===== src/rtl/regview_pkg.sv =====
package regview_pkg;

    parameter int unsigned REG_COUNT      = 8;
    parameter int unsigned REG_W          = 32;
    parameter int unsigned HALF_W         = 16;
    parameter int unsigned BYTE_W         = 8;
    parameter int unsigned BYTE_REG_COUNT = 4;
    localparam int unsigned IDX_W         = $clog2(REG_COUNT);

    typedef enum logic [1:0] {
        VW_FULL = 2'd0,
        VW_HALF = 2'd1,
        VW_BLO  = 2'd2,
        VW_BHI  = 2'd3
    } view_e;

    typedef logic [REG_W-1:0] word_t;
    typedef logic [IDX_W-1:0] idx_t;

    typedef struct packed {
        logic  en;
        idx_t  idx;
        view_e view;
        word_t data;
    } wr_req_t;

    typedef struct packed {
        idx_t  idx;
        view_e view;
    } rd_req_t;

    function automatic logic is_byte_view(view_e v);
        return (v == VW_BLO) || (v == VW_BHI);
    endfunction

    function automatic logic view_legal(idx_t idx, view_e v);
        return !(is_byte_view(v) && (int'(idx) >= int'(BYTE_REG_COUNT)));
    endfunction

    function automatic word_t lane_mask(view_e v);
        word_t m;
        m = '0;
        unique case (v)
            VW_FULL: m = '1;
            VW_HALF: m[HALF_W-1:0] = '1;
            VW_BLO:  m[BYTE_W-1:0] = '1;
            VW_BHI:  m[2*BYTE_W-1:BYTE_W] = '1;
            default: m = '0;
        endcase
        return m;
    endfunction

    function automatic word_t lane_align(word_t d, view_e v);
        word_t r;
        r = '0;
        unique case (v)
            VW_FULL: r = d;
            VW_HALF: r[HALF_W-1:0] = d[HALF_W-1:0];
            VW_BLO:  r[BYTE_W-1:0] = d[BYTE_W-1:0];
            VW_BHI:  r[2*BYTE_W-1:BYTE_W] = d[BYTE_W-1:0];
            default: r = '0;
        endcase
        return r;
    endfunction

    function automatic word_t lane_extract(word_t w, view_e v);
        word_t r;
        r = '0;
        unique case (v)
            VW_FULL: r = w;
            VW_HALF: r[HALF_W-1:0] = w[HALF_W-1:0];
            VW_BLO:  r[BYTE_W-1:0] = w[BYTE_W-1:0];
            VW_BHI:  r[BYTE_W-1:0] = w[2*BYTE_W-1:BYTE_W];
            default: r = '0;
        endcase
        return r;
    endfunction

endpackage


===== src/rtl/regview_wr_decode.sv =====
module regview_wr_decode
    import regview_pkg::*;
#(
    parameter int unsigned NREGS = REG_COUNT
) (
    input  logic              clk,
    input  logic              rst,
    input  wr_req_t           req,
    output logic [NREGS-1:0]  wen,
    output word_t             wmask,
    output word_t             wval,
    output logic              err
);

    logic legal;

    always_comb begin
        legal = view_legal(req.idx, req.view);
        err   = req.en && !legal;
        wmask = lane_mask(req.view);
        wval  = lane_align(req.data, req.view);
    end

    for (genvar g = 0; g < NREGS; g++) begin : g_wen
        assign wen[g] = req.en && legal && (int'(req.idx) == g);
    end


    wen_onehot_chk: assert property (@(posedge clk) disable iff (rst)
        $onehot0(wen));


    err_blocks_wen_chk: assert property (@(posedge clk) disable iff (rst)
        err |-> (wen == '0));

endmodule


===== src/rtl/regview_bank.sv =====
module regview_bank
    import regview_pkg::*;
#(
    parameter int unsigned NREGS = REG_COUNT,
    parameter int unsigned WIDTH = REG_W
) (
    input  logic                         clk,
    input  logic                         rst,
    input  logic [NREGS-1:0]             wen,
    input  logic [WIDTH-1:0]             wmask,
    input  logic [WIDTH-1:0]             wval,
    output logic [NREGS-1:0][WIDTH-1:0]  regs_q
);

    for (genvar g = 0; g < NREGS; g++) begin : g_reg
        always_ff @(posedge clk) begin
            if (rst) begin
                regs_q[g] <= '0;
            end else if (wen[g]) begin
                regs_q[g] <= (regs_q[g] & ~wmask) | (wval & wmask);
            end
        end


        idle_reg_stable_chk: assert property (@(posedge clk) disable iff (rst)
            !wen[g] |=> $stable(regs_q[g]));


        masked_bits_kept_chk: assert property (@(posedge clk) disable iff (rst)
            wen[g] |=> ((regs_q[g] & ~$past(wmask)) == ($past(regs_q[g]) & ~$past(wmask))));
    end


    reset_clears_chk: assert property (@(posedge clk)
        rst |=> (regs_q == '0));

endmodule


===== src/rtl/regview_rd_port.sv =====
module regview_rd_port
    import regview_pkg::*;
#(
    parameter int unsigned NREGS = REG_COUNT
) (
    input  logic                         clk,
    input  logic                         rst,
    input  logic [NREGS-1:0][REG_W-1:0]  regs_q,
    input  rd_req_t                      req,
    output word_t                        data,
    output logic                         err
);

    word_t picked;

    always_comb begin
        picked = regs_q[req.idx];
        err    = !view_legal(req.idx, req.view);
        data   = err ? '0 : lane_extract(picked, req.view);
    end


    illegal_read_zero_chk: assert property (@(posedge clk) disable iff (rst)
        err |-> (data == '0));


    narrow_read_zext_chk: assert property (@(posedge clk) disable iff (rst)
        (req.view != VW_FULL) |-> (data[REG_W-1:HALF_W] == '0));

endmodule


===== src/rtl/regview_regfile.sv =====
module regview_regfile
    import regview_pkg::*;
(
    input  logic        clk,
    input  logic        rst,
    input  logic        wr_en,
    input  logic [2:0]  wr_idx,
    input  logic [1:0]  wr_view,
    input  logic [31:0] wr_data,
    output logic        wr_err,
    input  logic [2:0]  rd0_idx,
    input  logic [1:0]  rd0_view,
    output logic [31:0] rd0_data,
    output logic        rd0_err,
    input  logic [2:0]  rd1_idx,
    input  logic [1:0]  rd1_view,
    output logic [31:0] rd1_data,
    output logic        rd1_err
);

    localparam int unsigned NPORTS = 2;

    wr_req_t                        wreq;
    rd_req_t [NPORTS-1:0]           rreq;
    word_t   [NPORTS-1:0]           rdata;
    logic    [NPORTS-1:0]           rerr;
    logic    [REG_COUNT-1:0]        wen;
    word_t                          wmask;
    word_t                          wval;
    logic [REG_COUNT-1:0][REG_W-1:0] regs_q;

    always_comb begin
        wreq.en   = wr_en;
        wreq.idx  = wr_idx;
        wreq.view = view_e'(wr_view);
        wreq.data = wr_data;
        rreq[0].idx  = rd0_idx;
        rreq[0].view = view_e'(rd0_view);
        rreq[1].idx  = rd1_idx;
        rreq[1].view = view_e'(rd1_view);
    end

    regview_wr_decode #(.NREGS(REG_COUNT)) u_dec (
        .clk   (clk),
        .rst   (rst),
        .req   (wreq),
        .wen   (wen),
        .wmask (wmask),
        .wval  (wval),
        .err   (wr_err)
    );

    regview_bank #(.NREGS(REG_COUNT), .WIDTH(REG_W)) u_bank (
        .clk    (clk),
        .rst    (rst),
        .wen    (wen),
        .wmask  (wmask),
        .wval   (wval),
        .regs_q (regs_q)
    );

    for (genvar p = 0; p < NPORTS; p++) begin : g_rd
        regview_rd_port #(.NREGS(REG_COUNT)) u_rd (
            .clk    (clk),
            .rst    (rst),
            .regs_q (regs_q),
            .req    (rreq[p]),
            .data   (rdata[p]),
            .err    (rerr[p])
        );
    end

    assign rd0_data = rdata[0];
    assign rd0_err  = rerr[0];
    assign rd1_data = rdata[1];
    assign rd1_err  = rerr[1];


    rejected_write_no_change_chk: assert property (@(posedge clk) disable iff (rst)
        wr_err |=> $stable(regs_q));


    no_write_no_change_chk: assert property (@(posedge clk) disable iff (rst)
        !wr_en |=> $stable(regs_q));


    read_sees_old_chk: assert property (@(posedge clk) disable iff (rst)
        (wr_en && (rd0_idx == wr_idx) && (rd0_view == 2'd0)) |-> (rd0_data == regs_q[rd0_idx]));

endmodule


===== config.mk =====
export PLATFORM = sky130hd
export DESIGN_NAME = regview_regfile
export DESIGN_NICKNAME = d
export VERILOG_FILES = /design/src/rtl/regview_pkg.sv /design/src/rtl/regview_wr_decode.sv /design/src/rtl/regview_bank.sv /design/src/rtl/regview_rd_port.sv /design/src/rtl/regview_regfile.sv
export SDC_FILE = /design/constraint.sdc
export NUM_CORES = 1
export LEC_CHECK = 0
export BUFFER_PORTS_ARGS = -buffer_cell sky130_fd_sc_hd__buf_2
export CORE_UTILIZATION = 40
export CTS_CLUSTER_DIAMETER = 30
export DETAILED_ROUTE_END_ITERATION = 7
export PLACE_DENSITY_LB_ADDON = 0.25
export SLEW_MARGIN = 25
export SYNTH_ARGS = -nofsm -noshare
export SYNTH_HDL_FRONTEND = slang
export SYNTH_SLANG_ARGS = --single-unit

===== constraint.sdc =====
create_clock -name clk -period 2 [get_ports clk]
set_input_delay 0.4 -clock clk [delete_from_list [all_inputs] [get_ports clk]]
set_output_delay 0.4 -clock clk [all_outputs]
set_load 0.02 [all_outputs]

## Word level (Yosys, flattened, before mapping)

Cells that the tools add are included.

- Input bits: 50
- Logic and storage cells: 93
- Output and inout port bits: 67
- Register bits after elaboration: 256

- Bitwise logic cells: 18
- $lt $le $gt $ge: 5
- Equal/unequal tests: 16
- Reduce and logical (&&, ||, !) cells: 28
- Multiplexer cells: 18

Operators by type and width:

| kind | number |
|---|---|
| bitwise AND 32 bit | 9 |
| bitwise OR 32 bit | 8 |
| binary-select mux 32 bit (select 3 bit) | 2 |
| 2-to-1 mux 32 bit | 4 |
| 2-to-1 mux 16 bit | 4 |
| case mux 8 bit (2 select lines) | 3 |
| 2-to-1 mux 8 bit | 5 |
| inverter 32 bit | 1 |
| logical AND 1 bit | 13 |
| equality test 2 bit (second input constant) | 6 |
| equality test 3 bit (second input constant) | 4 |
| OR reduction 3 bit | 4 |
| greater-or-equal comparator 3 bit (second input constant) | 3 |
| < comparator 3 x 4 -> 1 bit (second input constant) | 2 |
| equality test 2 x 1 -> 1 bit (second input constant) | 3 |
| equality test 3 x 2 -> 1 bit (second input constant) | 2 |
| zero test 2 bit | 3 |
| OR reduction 2 bit | 3 |
| equality test 3 x 1 -> 1 bit (second input constant) | 1 |
| zero test 3 bit | 1 |
| logical OR 1 bit | 3 |
| zero test 1 bit | 1 |

## Logic depth before layout (Yosys ltp)

Gate-level depths: netlist of the first run.

- Word-level depth: 6
- Gate-level depth with buffers: 7
- Gate-level depth less buffers: 4

## Cells and area by module

From an unflattened synthesis of the first run, not the netlist that was laid out.

- Cell total of the unflattened synthesis: 1726
- Area total of the unflattened synthesis: 17127.7 um2

Modules (own cells, without submodules):

| module | sequential area each (um2) | times used | area an instance (um2) | cells each |
|---|---|---|---|---|
| regview_bank | 5124.9 | 1 | 12221.7 | 1204 |
| regview_rd_port | 0.0 | 2 | 2175.8 | 221 |
| regview_wr_decode | 0.0 | 1 | 554.3 | 80 |

## Worst setup path after synthesis of the first run

OpenSTA, ideal clock, no wires.

- Kind: input-to-output
- Start point: input port rd1_idx[1]
- End point: output port rd1_data[1]
- Path slack: -145 ps
- Arrival time: 1745 ps
- Data required time: 1600 ps
- Buffers on the path: 2
- Stages on the path: 5
- Cells stage by stage: buf_2 -> buf_2 -> mux4_2 -> o2111ai_1 -> a22oi_1

- Word-level cells in the longest chain between the ends: 4
- Elaborated cells between the ends (all ways): 6
- Classes of those cells: order compare: 1; mux: 4; reduce/logical: 1

RTL lines:

| item | RTL line | source |
|---|---|---|
| from (decl) | regview_regfile.sv:15 | `input logic [2:0] rd1_idx,` |
| binary-select mux 32 bit (select 3 bit) | regview_rd_port.sv:17 | `picked = regs_q[req.idx];` |
| 2-to-1 mux 32 bit (implied by the code) | regview_rd_port.sv:17 |  |
| case mux 8 bit (2 select lines) | regview_pkg.sv:69 | `unique case (v)` |
| 2-to-1 mux 32 bit * | regview_rd_port.sv:19 | `data = err ? '0 : lane_extract(picked, req.view);` |
| to (decl) | regview_regfile.sv:17 | `output logic [31:0] rd1_data,` |

Mark *: on every way between the ends. The rest lies on a longest branch, timed or not. The select of a mux whose other input is x is not followed.

==> flow_summary.toml, run 1 <==
[outcome]
status = "finished with violations"
violations = "setup timing"

[route]
avgViaCountPerCell = 5.82
antenna_left = 0
first_pass_iters = 5
drcViolationCount = 0
routed_wirelength_um = 47000
wl_per_cell_um = 22.2
vias = 12300
drt_iter0_markers = 1127

[global_routing]
grt_max_degree = 80
antenna_found_initial = 2
grt_pass1_wl_um = 71000
track_usage_pct = 27.4
grt_pass1_vias = 11800
grt_overflow = 0

[synthesis]
synth-seq-cells = 256
syn_avg_cell_area_sq_um = 9.01
postSynthCellCount = 1498
seq_area_frac_synth_pct = 38.0
synth.distinct_cells = 36
synth.cell_area_sq_um = 13500
yosys_warnings = 0
synthesis.nets = 1548

[worst_setup_path]
critPathLaunchType = "register"
cpPeakStageDelay_ps = 550
path_max_fanout = 3
cp_slowest_cell = "mux4_2"
worst-path-stages = 4
crit_family = "multiplexers"
reg2regPathDepth = 3
cp_data_required_time_ps = 1600
crit_buf_inv = 1
cp_data_arrival_time_ps = 1930
crit_path_end_kind = "output pin"
critical_path_class = "reg2out"
endpoint = "rd0_data[1]"
crit_chain = "mux4_2 > o2111ai_2 > a22oi_2 > buf_6"
regToRegSetupSlack_ps = 1200

[sta]
skew_ps = 0
whs_ps = 147
fin_crit_ps = 2330
finalSetupViolations = 64
rsz0062_at_grt = "true"
drv_slew = 0
period_share_pct = 117
fmax_ghz = 0.429
hold_viol_final = 0
fin_ws_ps = -331
relSlewSlack_pct = 57.4
worstMarginPinSlew_ps = 639
fin_tns_setup_ps = -9270

[placed_design]
dp_cells = 2004
gp_congestion = 0.925
dp_slack_ps = -219
port_buffers = 116
dp_hpwl_um = 31400

[flow_run]
drv_cap = 0

[floorplan]
ios = 117
dieArea_sq_um = 34500
die_w_um = 186
rows = 66
die_h_um = 186
coreArea_sq_um = 32900
initial_core_util_pct = 41.1

[finish]
final_cell_count_no_fill = 2118
area_growth_pct = 36.2
nNetsFinal = 1680
final_common_cell = "nand2_1"
final_cell_mix = "nand2_1, dfxtp_1, a21oi_1, nor2_1, mux4_2"
final_layout_size_suffix_gt1_share_pct = 40.2

[clock_network]
cts_made_buffers = 55
cts_tree = "yes"
numClockSinks = 256
clk_path_buf_depth = 3
root_buffer = "clkbuf_16"
cts-htree-levels = 2
clk_pin_slew_ps = 50
clock_latency_ps = 580

[pwr]
ir_worst_vdd_mv = 0.585
power.density_nw_per_um2 = 886
leakagePower_nw = 6.36

[worst_hold_path]
hold_class = "in2reg"
==> synth_stat cells <==
| cell type | number | share of area [%] |
|---|---|---|
| nand2_1 | 376 | 10 |
| dfxtp_1 | 256 | 38 |
| a21oi_1 | 178 | 6.6 |
| nor2_1 | 134 | 3.7 |
| mux4_2 | 113 | 19 |
| mux2i_1 | 94 | 7.0 |
| clkbuf_1 | 81 | 2.3 |
| a211oi_1 | 64 | 3.6 |
| buf_2 | 55 | 2.0 |
| nand3_1 | 47 | 1.7 |
| a22oi_1 | 15 | 0.83 |
| o2111ai_1 | 15 | 0.97 |
| and2_1 | 9 | 0.42 |
| a31oi_1 | 8 | 0.37 |
| nor2b_1 | 8 | 0.37 |
| buf_4 | 5 | 0.28 |
| or2_2 | 5 | 0.23 |
| buf_1 | 4 | 0.11 |
| buf_6 | 4 | 0.33 |
| inv_1 | 4 | 0.11 |
| nor3_4 | 4 | 0.48 |
| clkbuf_2 | 3 | 0.11 |
| a21boi_1 | 2 | 0.11 |
| o211ai_1 | 2 | 0.11 |
| and3_1 | 1 | 0.046 |
| and4b_1 | 1 | 0.074 |
| and4bb_1 | 1 | 0.093 |
| and4bb_2 | 1 | 0.093 |
| clkinv_1 | 1 | 0.028 |
| nand2b_1 | 1 | 0.046 |
| nand2b_4 | 1 | 0.10 |
| nand3_4 | 1 | 0.13 |
| nand3b_4 | 1 | 0.15 |
| nand4_1 | 1 | 0.046 |
| nor4b_2 | 1 | 0.11 |
| or2_1 | 1 | 0.046 |
==> per-layer routing <==
layer | global-route usage, % | part of all wire, %
met1 | 38.6 | 43
met2 | 42.1 | 46
met3 | 4.38 | 7.8
met4 | 10.6 | 3.3
met5 | 0 | 0
==> logic make-up after synthesis <==
| group | share of synthesized area, % |
|---|---|
| mux | 25.8 |
| compound gates | 12.6 |
| flops | 38.0 |
| simple gates | 18.4 |
| buf+inv | 5.27 |
==> how the worst min path moves through the flow <==
| stage | startpoint | slack [ps] | endpoint | cells after the start |
|---|---|---|---|---|
| global route | wr_data[16] | 140 | register | 3 |
| finish | wr_data[31] | 150 | register | 3 |
| global placement | register | 450 | register | 2 |
| detailed placement | register | 460 | register | 2 |
| floorplan | register | 440 | register | 2 |
| CTS | wr_data[23] | 120 | register | 3 |
==> timing repair <==
action	in CTS	in global routing
buffers inserted	2	7
pin swaps	92	32
gates cloned	2	0
hold buffers	0	0
endpoints found under the setup margin	64	64
endpoints found under the hold margin	0	0
gates resized for setup	254	74
==> tightest hold or removal path: cells and delay by family <==
kind | cells | cell delay [ps]
buffers and inverters | 1 | 150
and+or+nand+nor | 1 | 70
AOI/OAI and AO/OA | 1 | 50
==> stage by stage <==
stage               cell area, sq um  power (mW)  utilization (%)
floorplan                      13600        6.11                -
global placement               15300        6.62             46.5
detailed placement             15300        6.63             46.5
CTS                            18100        16.3             55.0
global route                   18400        16.7             55.9
finish                         18400        16.3             55.9
==> report_power, final <==
| part | leakage, nW | switching [mW] | internal [mW] |
|---|---|---|---|
| combinational | 3.30 | 0.872 | 0.569 |
| clock | 0.955 | 3.13 | 6.47 |
| sequential | 2.10 | 0.0551 | 5.19 |
| total | 6.36 | 4.06 | 12.2 |
==> area by class of cell <==
| cell class | instances | area, sq um |
|---|---|---|
| Multi-Input combinational cell | 1085 | 8320 |
| Clock buffer | 62 | 1460 |
| Clock inverter | 40 | 520 |
| Fill cell | 2852 | 14500 |
| Timing Repair Buffer | 227 | 2290 |
| Inverter | 5 | 18.8 |
| Tap cell | 442 | 553 |
| Sequential cell | 256 | 5200 |
| Antenna cell | 1 | 2.50 |
(Power assumes the default switching activity.)
==> run 2, diff against run 1 <==
--- a/config.mk
+++ b/config.mk
@@ -9,6 +9,7 @@
 export CORE_UTILIZATION = 40
 export CTS_CLUSTER_DIAMETER = 30
 export DETAILED_ROUTE_END_ITERATION = 7
+export MAX_ROUTING_LAYER = met4
 export PLACE_DENSITY_LB_ADDON = 0.25
 export SLEW_MARGIN = 25
 export SYNTH_ARGS = -nofsm -noshare
==> constraint.sdc (replaced) <==
create_clock -name clk -period 2.6 [get_ports clk]
set_input_delay 0.52 -clock clk [delete_from_list [all_inputs] [get_ports clk]]
set_output_delay 0.52 -clock clk [all_outputs]
set_load 0.02 [all_outputs]
==> flow_summary.toml, run 2 (synthesized netlist as in run 1, its figures left out) <==
[pwr]
ir_worst_vdd_mv = 0.548
pwr-share-comb_pct = 7.4
p_seq_share_pct = 32.5
power.total_mw = 12.4
switching_share_pct = 23.9
leakagePower_nw = 5.90
p_int_mw = 9.46
power.density_nw_per_um2 = 743
p_switching_mw = 2.97
clockPowerShare_pct = 60.1

[route]
first_pass_iters = 5
wl_per_cell_um = 21.4
antenna_left = 0
drt_iter0_markers = 1109
avgViaCountPerCell = 5.74
routed_wirelength_um = 44500
drcViolationCount = 0
vias = 11900

[global_routing]
grt_max_degree = 65
grt_pass1_wl_um = 68100
track_usage_pct = 26.9
grt_pass1_vias = 11400
antenna_found_initial = 4
grt_overflow = 0

[worst_setup_path]
cp_data_arrival_time_ps = 2000
crit_path_end_kind = "output pin"
cp_data_required_time_ps = 2080
cp_common_cell = "buf_4"
critPathLaunchType = "primary input"
crit_family = "buffers and inverters"
critical_path_class = "in2out"
crit_buf_inv = 3
cpPeakStageDelay_ps = 520
cp_slowest_cell = "mux4_2"
path_max_fanout = 11
crit_chain = "buf_4 > buf_4 > mux4_2 > nand4_1 > o211ai_1 > buf_2"

[sta]
finalSetupViolations = 0
skew_ps = 0
fin_tns_setup_ps = 0
fmax_ghz = 0.397
rsz0062_at_grt = "false"
relSlewSlack_pct = 41.9
worstMarginPinSlew_ps = 868
hold_viol_final = 0
period_share_pct = 96.9
fin_crit_ps = 2520
drv_slew = 0

[finish]
final_common_cell = "nand2_1"
final_layout_size_suffix_gt1_share_pct = 25.3
area_growth_pct = 23.9
fillCellCount = 3038
final_cell_count_no_fill = 2082
final_cell_mix = "nand2_1, dfxtp_1, a21oi_1, nor2_1, mux4_2"
fin_util_pct = 50.9
nNetsFinal = 1640

[clock_network]
root_buffer = "clkbuf_16"
post_cts_resized = 0
clk_pin_slew_ps = 50
numClockSinks = 256
clk_path_buf_depth = 3
cts-htree-levels = 2
cts_setup_buffers = 0
clock_latency_ps = 570
cts_hold_buf = 0
cts_made_buffers = 55
cts_tree = "yes"

[flow_run]
drv_cap = 0

[worst_hold_path]
hold_class = "in2reg"

[outcome]
status = "finished, final reports clean"

[placed_design]
dp_cells = 1975
dp_hpwl_um = 30100
port_buffers = 116
gp_congestion = 0.971

[floorplan]
die_w_um = 186
initial_core_util_pct = 41.1
die_h_um = 186
ios = 117
dieArea_sq_um = 34500
coreArea_sq_um = 32900
rows = 66
==> run 2: layout make-up <==
cell class	count	area [sq um]	area share [%]
multi-input cells	1085	7660	45.8
flip-flops and latches	256	5120	30.6
clock buffers	64	1470	8.80
repair buffers	187	1360	8.10
well taps	442	553	3.31
clock inverters	39	527	3.15
inverters	5	18.8	0.112
diodes	4	10.0	0.0599
==> run 2: tightest hold or removal path, stage by stage <==
cell and delay [ps]:
buf_2 150, nand2_1 70, a21oi_1 50
==> run 2: per-layer routing <==
layer  part of all wire [%]  wire [um]  GRT usage [%]  vias to the layer above
met5                      0          0              -                        -
met4                    3.6       1620           11.8                        0
met3                    8.4       3720           5.58                      106
met2                     45      19800           39.1                      517
met1                     43      19300           36.1                     5781
li1                       -          -              -                     5538
==> run 2: power groups by stage <==
stage | clock network (mW) | logic, mW | registers, mW
floorplan | 0 | 0.598 | 4.09
global placement | 0 | 0.906 | 4.10
detailed placement | 0 | 0.913 | 4.11
CTS | 7.54 | 0.917 | 4.03
global route | 7.75 | 0.985 | 4.04
finish | 7.47 | 0.926 | 4.03
==> run 2: path summary, 6_finish.rpt <==
check,startpoint,end,slack (ps),depth (start not counted)
min reg2reg,register,register,460,2
max reg2reg,register,register,1810,2
max,rd1_idx[1],rd1_data[6],80,6
min,wr_data[16],register,270,3
==> run 2: metrics by stage <==
stage          setup slack, ps  instance area (sq um)  hold WS [ps]
2_1_floorplan              215                  13500           443
3_3_place_gp               114                  14700           448
3_5_place_dp              67.4                  14700           456
4_1_cts                   54.9                  16700           247
5_1_grt                   17.7                  16700           270
6_report                  81.8                  16700           266
==> run 3, diff against run 2 <==
--- a/config.mk
+++ b/config.mk
@@ -7,7 +7,8 @@
 export LEC_CHECK = 0
 export BUFFER_PORTS_ARGS = -buffer_cell sky130_fd_sc_hd__buf_2
 export CORE_UTILIZATION = 40
-export CTS_CLUSTER_DIAMETER = 30
+export CTS_BUF_LIST = sky130_fd_sc_hd__clkbuf_16
+export CTS_CLUSTER_DIAMETER = 120
 export DETAILED_ROUTE_END_ITERATION = 7
 export MAX_ROUTING_LAYER = met4
 export PLACE_DENSITY_LB_ADDON = 0.25
==> flow_summary.toml, run 3 (synthesized netlist as in run 1, its figures left out) <==
[outcome]
status = "finished, final reports clean"

[global_routing]
track_usage_pct = 26.1
grt_overflow = 0
grt_max_degree = 65
grt_pass1_vias = 11000
antenna_found_initial = 5
grt_pass1_wl_um = 66400

[flow_run]
drv_cap = 0

[route]
drcViolationCount = 0
vias = 11700
avgViaCountPerCell = 5.77
first_pass_iters = 5
routed_wirelength_um = 43500
antenna_left = 0
drt_iter0_markers = 1199
wl_per_cell_um = 21.4

[clock_network]
post_cts_resized = 0
cts_setup_buffers = 0
root_buffer = "clkbuf_16"
cts_tree = "yes"
cts-htree-levels = 1
cts_made_buffers = 28
clock_latency_ps = 550
clk_pin_slew_ps = 60
numClockSinks = 256
clk_path_buf_depth = 3
cts_hold_buf = 0

[placed_design]
dp_slack_ps = 67.4
gp_congestion = 0.971
dp_hpwl_um = 30100
placed_area_sq_um = 14700
port_buffers = 116

[sta]
relSlewSlack_pct = 42.0
fin_ws_ps = 96.5
drv_slew = 0
skew_ps = 0
fin_tns_setup_ps = 0
worstMarginPinSlew_ps = 866
fmax_ghz = 0.399
hold_viol_final = 0
period_share_pct = 96.3
rsz0062_at_grt = "false"
fin_crit_ps = 2500
finalSetupViolations = 0

[floorplan]
dieArea_sq_um = 34500
initial_core_util_pct = 41.1
coreArea_sq_um = 32900
die_w_um = 186
die_h_um = 186
rows = 66
ios = 117

[worst_setup_path]
path_max_fanout = 12
cpPeakStageDelay_ps = 540
cp_data_required_time_ps = 2080
reg2regPathDepth = 2
cp_common_cell = "buf_4"
cp_data_arrival_time_ps = 1980
cp_slowest_cell = "mux4_2"
crit_chain = "buf_4 > buf_4 > mux4_2 > o2111ai_1 > a22oi_1 > buf_2"
regToRegSetupSlack_ps = 1860
critical_path_class = "in2out"
critPathLaunchType = "primary input"
crit_path_end_kind = "output pin"

[finish]
fin_area_sq_um = 15600
final_common_cell = "nand2_1"
fillCellCount = 3167
nNetsFinal = 1613
final_layout_size_suffix_gt1_share_pct = 22.6
final_cell_mix = "nand2_1, dfxtp_1, a21oi_1, nor2_1, mux4_2"
area_growth_pct = 15.9

[pwr]
leakagePower_nw = 5.42
power.total_mw = 8.98
power.density_nw_per_um2 = 574
ir_worst_vdd_mv = 0.464

[worst_hold_path]
worstHoldPathCells = 3
hold_class = "in2reg"
hp-start = "wr_data[16]"
## run 3: changes by cell type in the layout (fill, tap and decap cells not counted), moves of 5 or more
| cell | change |
|---|---|
| bufinv_16 | -7 |
| clkbuf_16 | -27 |
| clkinv_4 | -5 |
| clkinvlp_4 | -9 |
| inv_1 | +5 |
## run 3: critical path, delay by kind of cell
kind                   cells  cell delay, ps
AOI/OAI and AO/OA          2             320
buffers and inverters      3             600
muxes                      1             540
## run 3: how the worst max path moves through the flow
stage,startpoint,end,slack (ps),cells after the start
floorplan,rd1_idx[1],rd1_data[1],210,5
global placement,rd0_idx[1],rd0_data[2],110,6
detailed placement,rd0_idx[1],rd0_data[2],70,6
CTS,rd0_idx[1],rd0_data[2],50,6
global route,rd0_idx[1],rd0_data[3],20,6
finish,rd0_idx[1],rd0_data[3],100,6
## run 3: cell type report
| cell class | count | area, sq um | area share, % |
|---|---|---|---|
| repair buffers | 187 | 1360 | 8.66 |
| well taps | 442 | 553 | 3.53 |
| multi-input cells | 1085 | 7660 | 49.0 |
| inverters | 5 | 18.8 | 0.120 |
| diodes | 4 | 10.0 | 0.0640 |
| flip-flops and latches | 256 | 5120 | 32.8 |
| clock inverters | 20 | 195 | 1.25 |
| clock buffers | 29 | 726 | 4.64 |
## run 3: where the power goes
part | leakage (nW) | switching, mW | internal [mW] | total (mW)
clock network | 0.480 | 1.64 | 2.40 | 4.04
logic | 2.87 | 0.586 | 0.338 | 0.924
registers | 2.07 | 0.0437 | 3.98 | 4.02
## run 3: per-layer routing
layer	GRT usage [%]	wire [um]	up-vias
met4	9.05	1420	0
met3	4.17	3300	88
met2	38.7	19500	475
met1	36.2	19300	5691
met5	-	0	-
li1	-	-	5441
## run 3: metrics by stage
stage	hold WS, ps	instances	util [%]
2_1_floorplan	443	1498	-
3_3_place_gp	448	1975	44.8
3_5_place_dp	456	1975	44.8
4_1_cts	273	2024	47.6
5_1_grt	292	2028	47.6
6_report	284	2028	47.6
